**src/rtl/mf_pkg.sv**
```systemverilog
package mf_pkg;

  typedef enum logic [1:0] {
    AM_NONE  = 2'd0,
    AM_BASE  = 2'd1,
    AM_INDEX = 2'd2,
    AM_RIP   = 2'd3
  } amode_e;

  localparam logic [1:0] DSZ_NONE = 2'd0;
  localparam logic [1:0] DSZ_8    = 2'd1;

  localparam logic [1:0] ISZ_NONE = 2'd0;
  localparam logic [1:0] ISZ_8    = 2'd1;
  localparam logic [1:0] ISZ_16   = 2'd2;

  // True when a 32-bit value is a sign-extended 16-bit number
  function automatic logic fits_s16(input logic [31:0] v);
    return (v[31:15] == 17'h00000) || (v[31:15] == 17'h1FFFF);
  endfunction

endpackage

```
**src/rtl/mf_fuse_classify.sv**
```systemverilog
module mf_fuse_classify
  import mf_pkg::*;
(
  input  amode_e     amode,
  input  logic [1:0] imm_sz,
  input  logic       ctl_imm8,
  input  logic       no_fuse,
  output logic       has_mem,
  output logic [1:0] uops
);

  logic rip_imm;
  logic blocked;

  always_comb begin
    has_mem = (amode != AM_NONE);
    rip_imm = (amode == AM_RIP) && (imm_sz != ISZ_NONE);
    blocked = has_mem && (rip_imm || ctl_imm8 || no_fuse);
    uops    = blocked ? 2'd2 : 2'd1;
  end

  always_comb begin
    a_r6_no_mem_single: assert (has_mem || uops == 2'd1);
  end

endmodule

```
**src/rtl/mf_const_cost.sv**
```systemverilog
module mf_const_cost
  import mf_pkg::*;
#(
  parameter int BUDGET_W = 32,
  parameter int NARROW_W = 16,
  parameter int WIDE_W   = 32,
  localparam int BITS_W  = $clog2(2 * WIDE_W + 1)
) (
  input  logic        has_mem,
  input  logic [1:0]  disp_sz,
  input  logic [31:0] disp,
  input  logic [1:0]  imm_sz,
  input  logic [31:0] imm,
  output logic        wide
);

  localparam int NFIELD = 2;

  logic [BITS_W-1:0] fbits [NFIELD];
  logic [BITS_W-1:0] total;

  for (genvar g = 0; g < NFIELD; g++) begin : g_field
    if (g == 0) begin : g_disp
      always_comb begin
        if (!has_mem || disp_sz == DSZ_NONE) fbits[g] = '0;
        else if (disp_sz == DSZ_8)           fbits[g] = BITS_W'(8);
        else if (fits_s16(disp))             fbits[g] = BITS_W'(NARROW_W);
        else                                 fbits[g] = BITS_W'(WIDE_W);
      end
    end else begin : g_imm
      always_comb begin
        if (imm_sz == ISZ_NONE)      fbits[g] = '0;
        else if (imm_sz == ISZ_8)    fbits[g] = BITS_W'(8);
        else if (imm_sz == ISZ_16)   fbits[g] = BITS_W'(NARROW_W);
        else if (fits_s16(imm))      fbits[g] = BITS_W'(NARROW_W);
        else                         fbits[g] = BITS_W'(WIDE_W);
      end
    end
  end

  always_comb begin
    total = '0;
    for (int i = 0; i < NFIELD; i++) total = total + fbits[i];
    wide = (total > BITS_W'(BUDGET_W));
  end

  always_comb begin
    a_r7_total_bound: assert (total <= BITS_W'(2 * WIDE_W));
  end

endmodule

```
**src/rtl/mf_line_alloc.sv**
```systemverilog
module mf_line_alloc #(
  parameter int LINE_ENTRIES = 6,
  parameter int LINE_IDX_W   = 8,
  parameter int ENT_W        = 2,
  localparam int FILL_W      = $clog2(LINE_ENTRIES + 1),
  localparam int SUM_W       = FILL_W + ENT_W
) (
  input  logic                  clk,
  input  logic                  rst,
  input  logic                  take,
  input  logic [ENT_W-1:0]      entries,
  output logic [LINE_IDX_W-1:0] line_for_in
);

  logic [FILL_W-1:0]     fill_q;
  logic [LINE_IDX_W-1:0] line_q;
  logic [SUM_W-1:0]      sum;
  logic                  new_line;

  always_comb begin
    sum         = SUM_W'(fill_q) + SUM_W'(entries);
    new_line    = (sum > SUM_W'(LINE_ENTRIES));
    line_for_in = new_line ? line_q + 1'b1 : line_q;
  end

  always_ff @(posedge clk) begin
    if (rst) begin
      fill_q <= '0;
      line_q <= '0;
    end else if (take) begin
      line_q <= line_for_in;
      fill_q <= new_line ? FILL_W'(entries) : FILL_W'(sum);
    end
  end

  initial begin
    a_r8_cap_holds_max: assert (LINE_ENTRIES >= 3);
  end

  a_r8_fill_bound: assert property (@(posedge clk) disable iff (rst)
    fill_q <= FILL_W'(LINE_ENTRIES));

  a_r8_line_step: assert property (@(posedge clk) disable iff (rst)
    take |=> (line_q == $past(line_q)) || (line_q == $past(line_q) + 1'b1));

  a_r8_no_split: assert property (@(posedge clk) disable iff (rst)
    take |=> SUM_W'(fill_q) >= SUM_W'($past(entries)));

endmodule

```
**src/rtl/mf_fuse_alloc.sv**
```systemverilog
module mf_fuse_alloc
  import mf_pkg::*;
#(
  parameter int LINE_ENTRIES = 6,
  parameter int LINE_IDX_W   = 8,
  parameter int BUDGET_W     = 32
) (
  input  logic                  clk,
  input  logic                  rst,
  input  logic                  in_valid,
  output logic                  in_ready,
  input  logic [1:0]            in_amode,
  input  logic [1:0]            in_disp_sz,
  input  logic [31:0]           in_disp,
  input  logic [1:0]            in_imm_sz,
  input  logic [31:0]           in_imm,
  input  logic                  in_ctl_imm8,
  input  logic                  in_no_fuse,
  output logic                  out_valid,
  input  logic                  out_ready,
  output logic [1:0]            out_uops,
  output logic [1:0]            out_entries,
  output logic [LINE_IDX_W-1:0] out_line
);

  localparam int ENT_W = 2;

  amode_e                amode;
  logic                  has_mem;
  logic [1:0]            uops;
  logic                  wide;
  logic [ENT_W-1:0]      entries;
  logic [LINE_IDX_W-1:0] line_for_in;
  logic                  take;

  logic                  vld_q;
  logic [1:0]            uops_q;
  logic [ENT_W-1:0]      ent_q;
  logic [LINE_IDX_W-1:0] line_q;

  assign amode = amode_e'(in_amode);

  mf_fuse_classify i_classify (
    .amode    (amode),
    .imm_sz   (in_imm_sz),
    .ctl_imm8 (in_ctl_imm8),
    .no_fuse  (in_no_fuse),
    .has_mem  (has_mem),
    .uops     (uops)
  );

  mf_const_cost #(.BUDGET_W(BUDGET_W)) i_cost (
    .has_mem (has_mem),
    .disp_sz (in_disp_sz),
    .disp    (in_disp),
    .imm_sz  (in_imm_sz),
    .imm     (in_imm),
    .wide    (wide)
  );

  assign entries = uops + ENT_W'(wide);

  mf_line_alloc #(
    .LINE_ENTRIES (LINE_ENTRIES),
    .LINE_IDX_W   (LINE_IDX_W),
    .ENT_W        (ENT_W)
  ) i_alloc (
    .clk         (clk),
    .rst         (rst),
    .take        (take),
    .entries     (entries),
    .line_for_in (line_for_in)
  );

  assign in_ready = !vld_q || out_ready;
  assign take     = in_valid && in_ready;

  always_ff @(posedge clk) begin
    if (rst) begin
      vld_q  <= 1'b0;
      uops_q <= '0;
      ent_q  <= '0;
      line_q <= '0;
    end else if (take) begin
      vld_q  <= 1'b1;
      uops_q <= uops;
      ent_q  <= entries;
      line_q <= line_for_in;
    end else if (out_ready) begin
      vld_q  <= 1'b0;
    end
  end

  assign out_valid   = vld_q;
  assign out_uops    = uops_q;
  assign out_entries = ent_q;
  assign out_line    = line_q;

  a_r10_hold: assert property (@(posedge clk) disable iff (rst)
    (out_valid && !out_ready) |=> out_valid && $stable(out_uops)
      && $stable(out_entries) && $stable(out_line));

  a_r9_accept_shows: assert property (@(posedge clk) disable iff (rst)
    take |=> out_valid);

  a_r3_rip_imm_split: assert property (@(posedge clk) disable iff (rst)
    (take && in_amode == 2'd3 && in_imm_sz != 2'd0) |=> out_uops == 2'd2);

  a_r4_ctl_split: assert property (@(posedge clk) disable iff (rst)
    (take && in_amode != 2'd0 && in_ctl_imm8) |=> out_uops == 2'd2);

  a_r5_nofuse_split: assert property (@(posedge clk) disable iff (rst)
    (take && in_amode != 2'd0 && in_no_fuse) |=> out_uops == 2'd2);

  a_r6_no_mem_one: assert property (@(posedge clk) disable iff (rst)
    (take && in_amode == 2'd0) |=> out_uops == 2'd1);

  a_r7_entry_range: assert property (@(posedge clk) disable iff (rst)
    out_valid |-> (out_entries >= out_uops) && (out_entries <= out_uops + 2'd1)
      && (out_uops != 2'd0));

endmodule

```
**config.mk**
```make
export PLATFORM = sky130hd
export DESIGN_NAME = mf_fuse_alloc
export DESIGN_NICKNAME = d
export VERILOG_FILES = /design/src/rtl/mf_pkg.sv /design/src/rtl/mf_fuse_classify.sv /design/src/rtl/mf_const_cost.sv /design/src/rtl/mf_line_alloc.sv /design/src/rtl/mf_fuse_alloc.sv
export SDC_FILE = /design/constraint.sdc
export NUM_CORES = 1
export LEC_CHECK = 0
export ABC_AREA = 1
export CORE_MARGIN = 3
export CORE_UTILIZATION = 32
export DETAILED_ROUTE_END_ITERATION = 8
export PLACE_DENSITY = 0.89
export SYNTH_ARGS = -nofsm -noshare
export SYNTH_HDL_FRONTEND = slang
export SYNTH_SLANG_ARGS = --single-unit
```
**constraint.sdc**
```tcl
create_clock -name clk -period 3.73 [get_ports clk]
set_input_delay 0.746 -clock clk [delete_from_list [all_inputs] [get_ports clk]]
set_output_delay 0.746 -clock clk [all_outputs]
set_load 0.02 [all_outputs]
```
==> Yosys cells after proc, flatten, opt, wreduce, memory -nomap -nowiden <==
Cells that the tools add are included.
{ "totals": {"output_inout_bits": 14, "ff_bits": 16, "word_cells": 47} }
{ "classes": {"muxes": 11, "eq_ne": 6, "reduce_logical": 19, "order_cmp": 2, "n_addsub": 4} }
{ "ops": {"columns": ["operator", "n"], "rows": [
  ["7-bit two-way mux", 5],
  ["17-bit equality test (second input constant)", 2],
  ["17-bit logical NOT", 2],
  ["6-bit two-way mux", 2],
  ["8-bit by 1-bit adder with 8-bit output (second input constant)", 1],
  ["7-bit adder", 1],
  ["7-bit by 6-bit greater-than comparator with 1-bit output (second input constant)", 1],
  ["1-bit logical OR", 6],
  ["2-bit nonzero test", 3],
  ["5-bit by 3-bit greater-than comparator with 1-bit output (second input constant)", 1],
  ["3-bit by 2-bit adder with 4-bit output", 1],
  ["2-bit by 1-bit equality test with 1-bit output (second input constant)", 2],
  ["2-bit equality test (second input constant)", 2],
  ["2-bit logical NOT", 2],
  ["1-bit logical AND", 3],
  ["3-bit two-way mux", 1],
  ["2-bit by 1-bit adder with 2-bit output", 1],
  ["1-bit logical NOT", 2],
  ["1-bit two-way mux", 2],
  ["2-bit two-way mux", 1],
  ["2-bit AND reduction", 1]
]} }

==> Depth between registers and ports, before layout <==
{ "logic_depth": {"depth_word": 12, "depth_mapped": 26, "depth_no_buf": 25} }

==> By module <==
A second synthesis with hierarchy kept.
{ "unflattened": {"hier_cells": 320, "hier_area_um2": 1946.9} }
{ "modules_own_cells": {"columns": ["mod", "instances", "cells_per_inst", "area_per_inst_um2"], "rows": [
  ["mf_line_alloc", 1, 135, 828.3],
  ["mf_fuse_alloc", 1, 88, 661.9],
  ["mf_const_cost", 1, 80, 386.6],
  ["mf_fuse_classify", 1, 17, 70.1]
]} }

==> Least setup slack after synthesis <==
Ideal clock, no wire load.
{ "synth_path": {"path_type": "input port to flip-flop", "startpoint": "in in_imm[16]", "endpoint": "reg i_alloc.fill_q[1]", "path_buffers": 0, "arrival_ns": 3.689, "path_slack_ns": -0.069, "path_stages": 21, "setup_ns": 0.110, "path_cell_list": "or2_2 > nor2_1 > nand3_1 > nand3_1 > nand2_1 > fa_1 > inv_1 > o22ai_1 > a21oi_1 > nor2_1 > ha_1 > inv_1 > ha_1 > inv_1 > fa_1 > nor2_1 > nand3_2 > a21oi_1 > nand2_1 > nand3_1 > inv_1"} }
{ "synth_between": {"elab_chain_cells": 12} }
{ "synth_lines": {"columns": ["item", "line", "rtl"], "rows": [
  ["from (decl)", "mf_fuse_alloc.sv:16", "input logic [31:0] in_imm,"],
  ["17-bit equality test / 17-bit logical NOT (equally long branches)", "mf_pkg.sv:19", "return (v[31:15] == 17'h00000) || (v[31:15] == 17'h1FFFF);"],
  ["1-bit logical OR *", "mf_pkg.sv:19", null],
  ["6-bit two-way mux *", "mf_const_cost.sv:35", "else if (fits_s16(imm)) fbits[g] = BITS_W'(NARROW_W);"],
  ["7-bit two-way mux *", "mf_const_cost.sv:34", "else if (imm_sz == ISZ_16) fbits[g] = BITS_W'(NARROW_W);"],
  ["7-bit two-way mux *", "mf_const_cost.sv:33", "else if (imm_sz == ISZ_8) fbits[g] = BITS_W'(8);"],
  ["7-bit two-way mux *", "mf_const_cost.sv:32", "if (imm_sz == ISZ_NONE) fbits[g] = '0;"],
  ["7-bit adder *", "mf_const_cost.sv:43", "for (int i = 0; i < NFIELD; i++) total = total + fbits[i];"],
  ["7-bit by 6-bit greater-than comparator with 1-bit output *", "mf_const_cost.sv:44", "wide = (total > BITS_W'(BUDGET_W));"],
  ["2-bit by 1-bit adder with 2-bit output *", "mf_fuse_alloc.sv:61", "assign entries = uops + ENT_W'(wide);"],
  ["via entries[0]", "mf_fuse_alloc.sv:32", "logic [ENT_W-1:0] entries;"],
  ["3-bit by 2-bit adder with 4-bit output *", "mf_line_alloc.sv:21", "sum = SUM_W'(fill_q) + SUM_W'(entries);"],
  ["5-bit by 3-bit greater-than comparator with 1-bit output", "mf_line_alloc.sv:22", "new_line = (sum > SUM_W'(LINE_ENTRIES));"],
  ["3-bit two-way mux *", "mf_line_alloc.sv:32", "fill_q <= new_line ? FILL_W'(entries) : FILL_W'(sum);"],
  ["to (signal assigned)", "mf_line_alloc.sv:32", null],
  ["to (decl)", "mf_line_alloc.sv:15", "logic [FILL_W-1:0] fill_q;"]
]} }
Mark *: on every way through the listed nets, which the timed path passes. The rest lies on a longest branch.
A chain may end at the register's enable or synchronous reset.

==> Worst setup path in the final report <==
{ "layout_path": {"startpoint": "in in_imm_sz[1]", "endpoint": "reg i_alloc.line_q[5]"} }
{ "layout_between": {"elab_chain_cells": 10} }
{ "layout_lines": {"columns": ["item", "line", "rtl"], "rows": [
  ["from (decl)", "mf_fuse_alloc.sv:15", "input logic [1:0] in_imm_sz,"],
  ["2-bit equality test / 2-bit nonzero test (equally long branches)", "mf_const_cost.sv:34, mf_fuse_classify.sv:17", null],
  ["7-bit two-way mux / 1-bit logical AND (equally long branches)", "mf_const_cost.sv:34, mf_fuse_classify.sv:17", null],
  ["7-bit two-way mux / 1-bit logical OR (equally long branches)", "mf_const_cost.sv:33, mf_fuse_classify.sv:18", null],
  ["7-bit two-way mux / 1-bit logical OR (equally long branches)", "mf_const_cost.sv:32, mf_fuse_classify.sv:18", null],
  ["7-bit adder / 1-bit logical AND (equally long branches)", "mf_const_cost.sv:43, mf_fuse_classify.sv:18", null],
  ["7-bit by 6-bit greater-than comparator with 1-bit output / 2-bit two-way mux (equally long branches)", "mf_const_cost.sv:44, mf_fuse_classify.sv:19", null],
  ["2-bit by 1-bit adder with 2-bit output *", "mf_fuse_alloc.sv:61", null],
  ["via entries[0]", "mf_fuse_alloc.sv:32", null],
  ["3-bit by 2-bit adder with 4-bit output *", "mf_line_alloc.sv:21", null],
  ["5-bit by 3-bit greater-than comparator with 1-bit output *", "mf_line_alloc.sv:22", null],
  ["2-bit AND reduction (no line) *", null, null],
  ["to (signal assigned)", "mf_line_alloc.sv:31", "line_q <= line_for_in;"],
  ["to (decl)", "mf_line_alloc.sv:16", "logic [LINE_IDX_W-1:0] line_q;"]
]} }
Marks and branches as above.

==> results.md <==
Floorplan:
- The die span in y is 70.1 um.
- The core area is 3800 sq um.
- The count of boundary I/O pins is 90.
- The initial cell density of the core is 34.6%.
- The die extent in x is roughly 70 um.
- Row generation in the floorplan step produced 22 rows.
- The die area is 4910 sq um.

Place:
- The global placement routability congestion is 0.813.
- The port buffer count is 59.
- Detailed placement ended at an HPWL of 2910 um.

Synthesis:
- Counting distinct cell types in the post-synthesis netlist gives 25.
- The post-synthesis register bit count is 16.
- The post-synth design cell area is 1320 sq um.
- The synthesized netlist net count is 302.
- The average footprint of a synthesized cell is 6.06 sq um.
- The instance count of the mapped netlist is around 220.
- For this run, the register share of the synthesized area comes to 24.4%.
- The Yosys step of the flow raised 0 warnings.

STA:
- The highest attainable clock frequency is around 260 MHz.
- For the finished layout, the period the worst path requires is 3.87 ns.
- The clock tree skew after final layout is 0.00275 ns.
- Setup repair after global routing could not meet its margin everywhere.
- Hold is met by 0.461 ns.
- The period utilization is 104%.
- The final number of max-transition violations is 0.
- For the final routed database, the setup TNS stands at -1.11 ns.
- The post-layout worst setup margin is -0.140 ns.
- Setup violations remaining at the end of the flow were counted as 10.
- The worst pin sits at a relative slew slack of a little over half.
- The transition at the pin with the smallest max-transition slack is 0.675 ns.
- The final number of hold-violating endpoints was 0.

Setup path:
- The depth of the worst register-to-register path is 11.
- In this run the critical register-to-register path is captured at i_alloc.line_q[5]$_SDFFE_PP0P_.
- The beginning of the worst register-to-register path is i_alloc.fill_q[0]$_SDFFE_PP0P_.
- Data arrives at the worst endpoint at 4.06 ns.
- The critical path start-end classification is primary input to register.
- The setup check on the worst reg-to-reg path leaves a slack of 1.85 ns.
- At the worst endpoint, the required time is 3.92 ns.
- The worst setup path startpoint is in_imm_sz[1].
- The most frequent cell on the critical path is sky130_fd_sc_hd__inv_2.
- The worst setup path is launched from a primary input.
- In this run the worst setup path terminates at i_alloc.line_q[5]$_SDFFE_PP0P_.
- On the critical path, the stage with the largest delay is an instance of sky130_fd_sc_hd__fa_1.
- The largest stage delay on the critical path is around 0.54 ns.
- Walking the worst path, the cells encountered are dlygate4sd2_1, nor2_1, ha_2, inv_2, fa_1, inv_1, o22ai_2, a21oi_2, nor2_2, ha_1, inv_2, ha_4, inv_2, fa_1, nor2_2, nand3_2, nand2_4, buf_6, nand3_2, nand2_1, inv_1, nor2_1.
- STA classifies the critical path endpoint as a register.
- The biggest fanout along the worst timing path is 7.

GRT:
- The global routing usage summed across all routing layers is 16.0%.
- The number of antenna violations at the first check in global routing is 0.
- Entering global routing, the biggest net connects 23 pins.
- The first-pass GRT wire length is 6670 um.
- The via count of the first global-routing pass came to 1557.
- The total overflow left after global routing is 0.

Power and ir drop:
- The standby leakage power is 1.02 nW.
- The worst IR drop on VDD is 0.182 mV.
- Dividing total power by cell area gives a power density of between 200 and 300 nW/um^2.

Layout:
- The area taken by flip-flops and latches is 320 sq um.
- Summing all multi-input logic gate instances after layout gives ~980 sq um.
- After filler insertion, the fill cell instance count of the layout stands at roughly 330.
- The top cell types in the final layout, fill and taps aside, are sky130_fd_sc_hd__nand2_1, sky130_fd_sc_hd__nor2_1, sky130_fd_sc_hd__inv_1, sky130_fd_sc_hd__clkdlybuf4s50_1, sky130_fd_sc_hd__buf_4.
- The library cell used most frequently in the layout, excluding fill and tap cells, is sky130_fd_sc_hd__nand2_1.
- The relative area change from synthesis to final layout is 66.0%.
- The final layout contains 382 nets.
- The share of layout cells above drive strength 1 is 34.6%.
- The number of antenna diodes in the final layout is 0.

Hold path:
- The tightest min-delay check is of the register to register type.
- The startpoint identified for the worst hold timing path is out_uops[1]$_SDFFE_PP0P_.

CTS:
- The CTS sink count is 16.
- TritonCTS built the clock tree.
- The hold-fix buffer count after cts is 0.
- The master cell of the clock root buffer is sky130_fd_sc_hd__clkbuf_8.
- The number of buffers created by CTS is 3.
- CTS built an H-tree with a depth of 1.
- Clock latency on the worst-skew pair, taken at its later pin, is 0.25 ns.
- Counting along the longest clock path gives a buffer depth of 2.
- The clock transition time at the flip-flop clock pins of the worst setup and hold paths is 0.06 ns.

Routing:
- Across all layers, the routed design uses 1661 vias.
- Summed over all layers, the routed wires come to 4250 um.
- The number of DRC markers in iteration 0 is 66.
- In the routed layout, each cell is associated on average with a via count of 4.84.
- The count of unresolved DRC violations after routing is 0.
- In this run the remaining antenna-violating nets after routing total 0.
- The detail-routed net length per standard cell is 12.4 um.
- The number of search-and-repair iterations in the first detailed-routing pass is 4.

Outcome:
- The checks that failed: negative setup slack.
- The run finished, with violations left.

Run:
- The number of violations of the max-capacitance limit is 0.
[where the power goes]
part	switching (mW)	leakage [nW]	internal [mW]
Clock	0.0588	0.0216	0.0717
Combinational	0.123	0.865	0.120
Sequential	0.0119	0.131	0.183
[cells by family (layout without fill, tap and decap cells)]
kind of cell	Yosys count	in the layout	share of synthesized area [%]
DFF	16	16	24.4
AOI/OAI and AO/OA	23	23	9.13
and+or+nand+nor	131	131	44.1
adders and majority gates	9	9	9.70
buffers and inverters	37	115	12.1
xor gates and xnor gates	1	1	0.666
[cell usage after synthesis]
library cell               instances  area, sq um
sky130_fd_sc_hd__fa_1              2         40.0
sky130_fd_sc_hd__nand2_4           2         22.5
sky130_fd_sc_hd__nand2_2           2         12.5
sky130_fd_sc_hd__nand2_1          52          195
sky130_fd_sc_hd__nor3_1            4         20.0
sky130_fd_sc_hd__o21ai_0           6         30.0
sky130_fd_sc_hd__xor2_1            1         8.76
sky130_fd_sc_hd__inv_2             1         3.75
sky130_fd_sc_hd__ha_1              7         87.6
sky130_fd_sc_hd__a21oi_1          14         70.1
sky130_fd_sc_hd__nor3b_1           1         7.51
sky130_fd_sc_hd__dfxtp_1          16          320
sky130_fd_sc_hd__nor3_2            1         10.0
sky130_fd_sc_hd__nand4_1           7         43.8
sky130_fd_sc_hd__or2_2             1         6.26
sky130_fd_sc_hd__buf_6             2         22.5
sky130_fd_sc_hd__nor2_1           41          154
sky130_fd_sc_hd__o22ai_1           2         12.5
sky130_fd_sc_hd__nand3_2           1         10.0
sky130_fd_sc_hd__and3_2            1         7.51
sky130_fd_sc_hd__buf_4             1         7.51
sky130_fd_sc_hd__inv_1            32          120
sky130_fd_sc_hd__nand3_1          18         90.1
sky130_fd_sc_hd__o211ai_1          1         7.51
sky130_fd_sc_hd__buf_2             1         5.00
[worst max-delay path, delay by kind of cell]
family                     cells  cell delay, ns
adders and majority gates      5            1.65
and+or+nand+nor                8            0.83
buffers and inverters          7            0.68
AOI/OAI and AO/OA              2            0.17
[layout make-up]
cell class / instances / area share (%)
inverter: 33 / 5.67
timing repair buffer: 79 / 30.1
tap: 48 / 2.75
multi-input combinational: 164 / 44.9
clock buffer: 3 / 1.89
sequential: 16 / 14.7
[routing by layer]
layer | share of wire (%) | vias to the layer above | global-route usage (%)
li1 | - | 850 | -
met1 | 41 | 742 | 18.8
met2 | 52 | 61 | 29.1
met3 | 5.6 | 8 | 3.31
met4 | 1.1 | 0 | 4.26
met5 | 0 | - | 0
[registers in the layout (all words and copies together) (netlist names)]
signal and count:
i_alloc.fill_q 3, i_alloc.line_q 8, out_entries 2, out_uops 2, out_valid 1
[worst min-delay path by stage]
stage                                                 to  slack [ns]  cells past startpoint
after floorplan           i_alloc.fill_q[0]$_SDFFE_PP0P_        0.52                      2
after global placement          out_uops[1]$_SDFFE_PP0P_        0.46                      2
after detailed placement        out_uops[1]$_SDFFE_PP0P_        0.45                      2
after CTS                       out_uops[1]$_SDFFE_PP0P_        0.46                      2
after global routing            out_uops[1]$_SDFFE_PP0P_        0.48                      2
final                           out_uops[1]$_SDFFE_PP0P_        0.46                      2
[repair_timing]
| action | CTS | global route |
|---|---|---|
| resized for setup | 145 | 47 |
| gates cloned | 0 | 0 |
| pin swaps | 63 | 47 |
| setup endpoints to repair | 11 | 11 |
| setup buffers | 6 | 1 |
[stage by stage]
step	setup WS [ns]	cell area (sq um)	power, mW	instances	utilization [%]
final	-0.140	2180	0.568	343	57.5
after global routing	-0.396	2180	0.600	343	57.5
after CTS	-0.0639	2060	0.535	342	54.3
after detailed placement	-0.804	2040	0.407	333	53.7
after global placement	-0.757	2040	0.401	333	53.7
after floorplan	0.0173	1330	0.305	217	-
No activity file was read; power rests on OpenSTA's default activity.
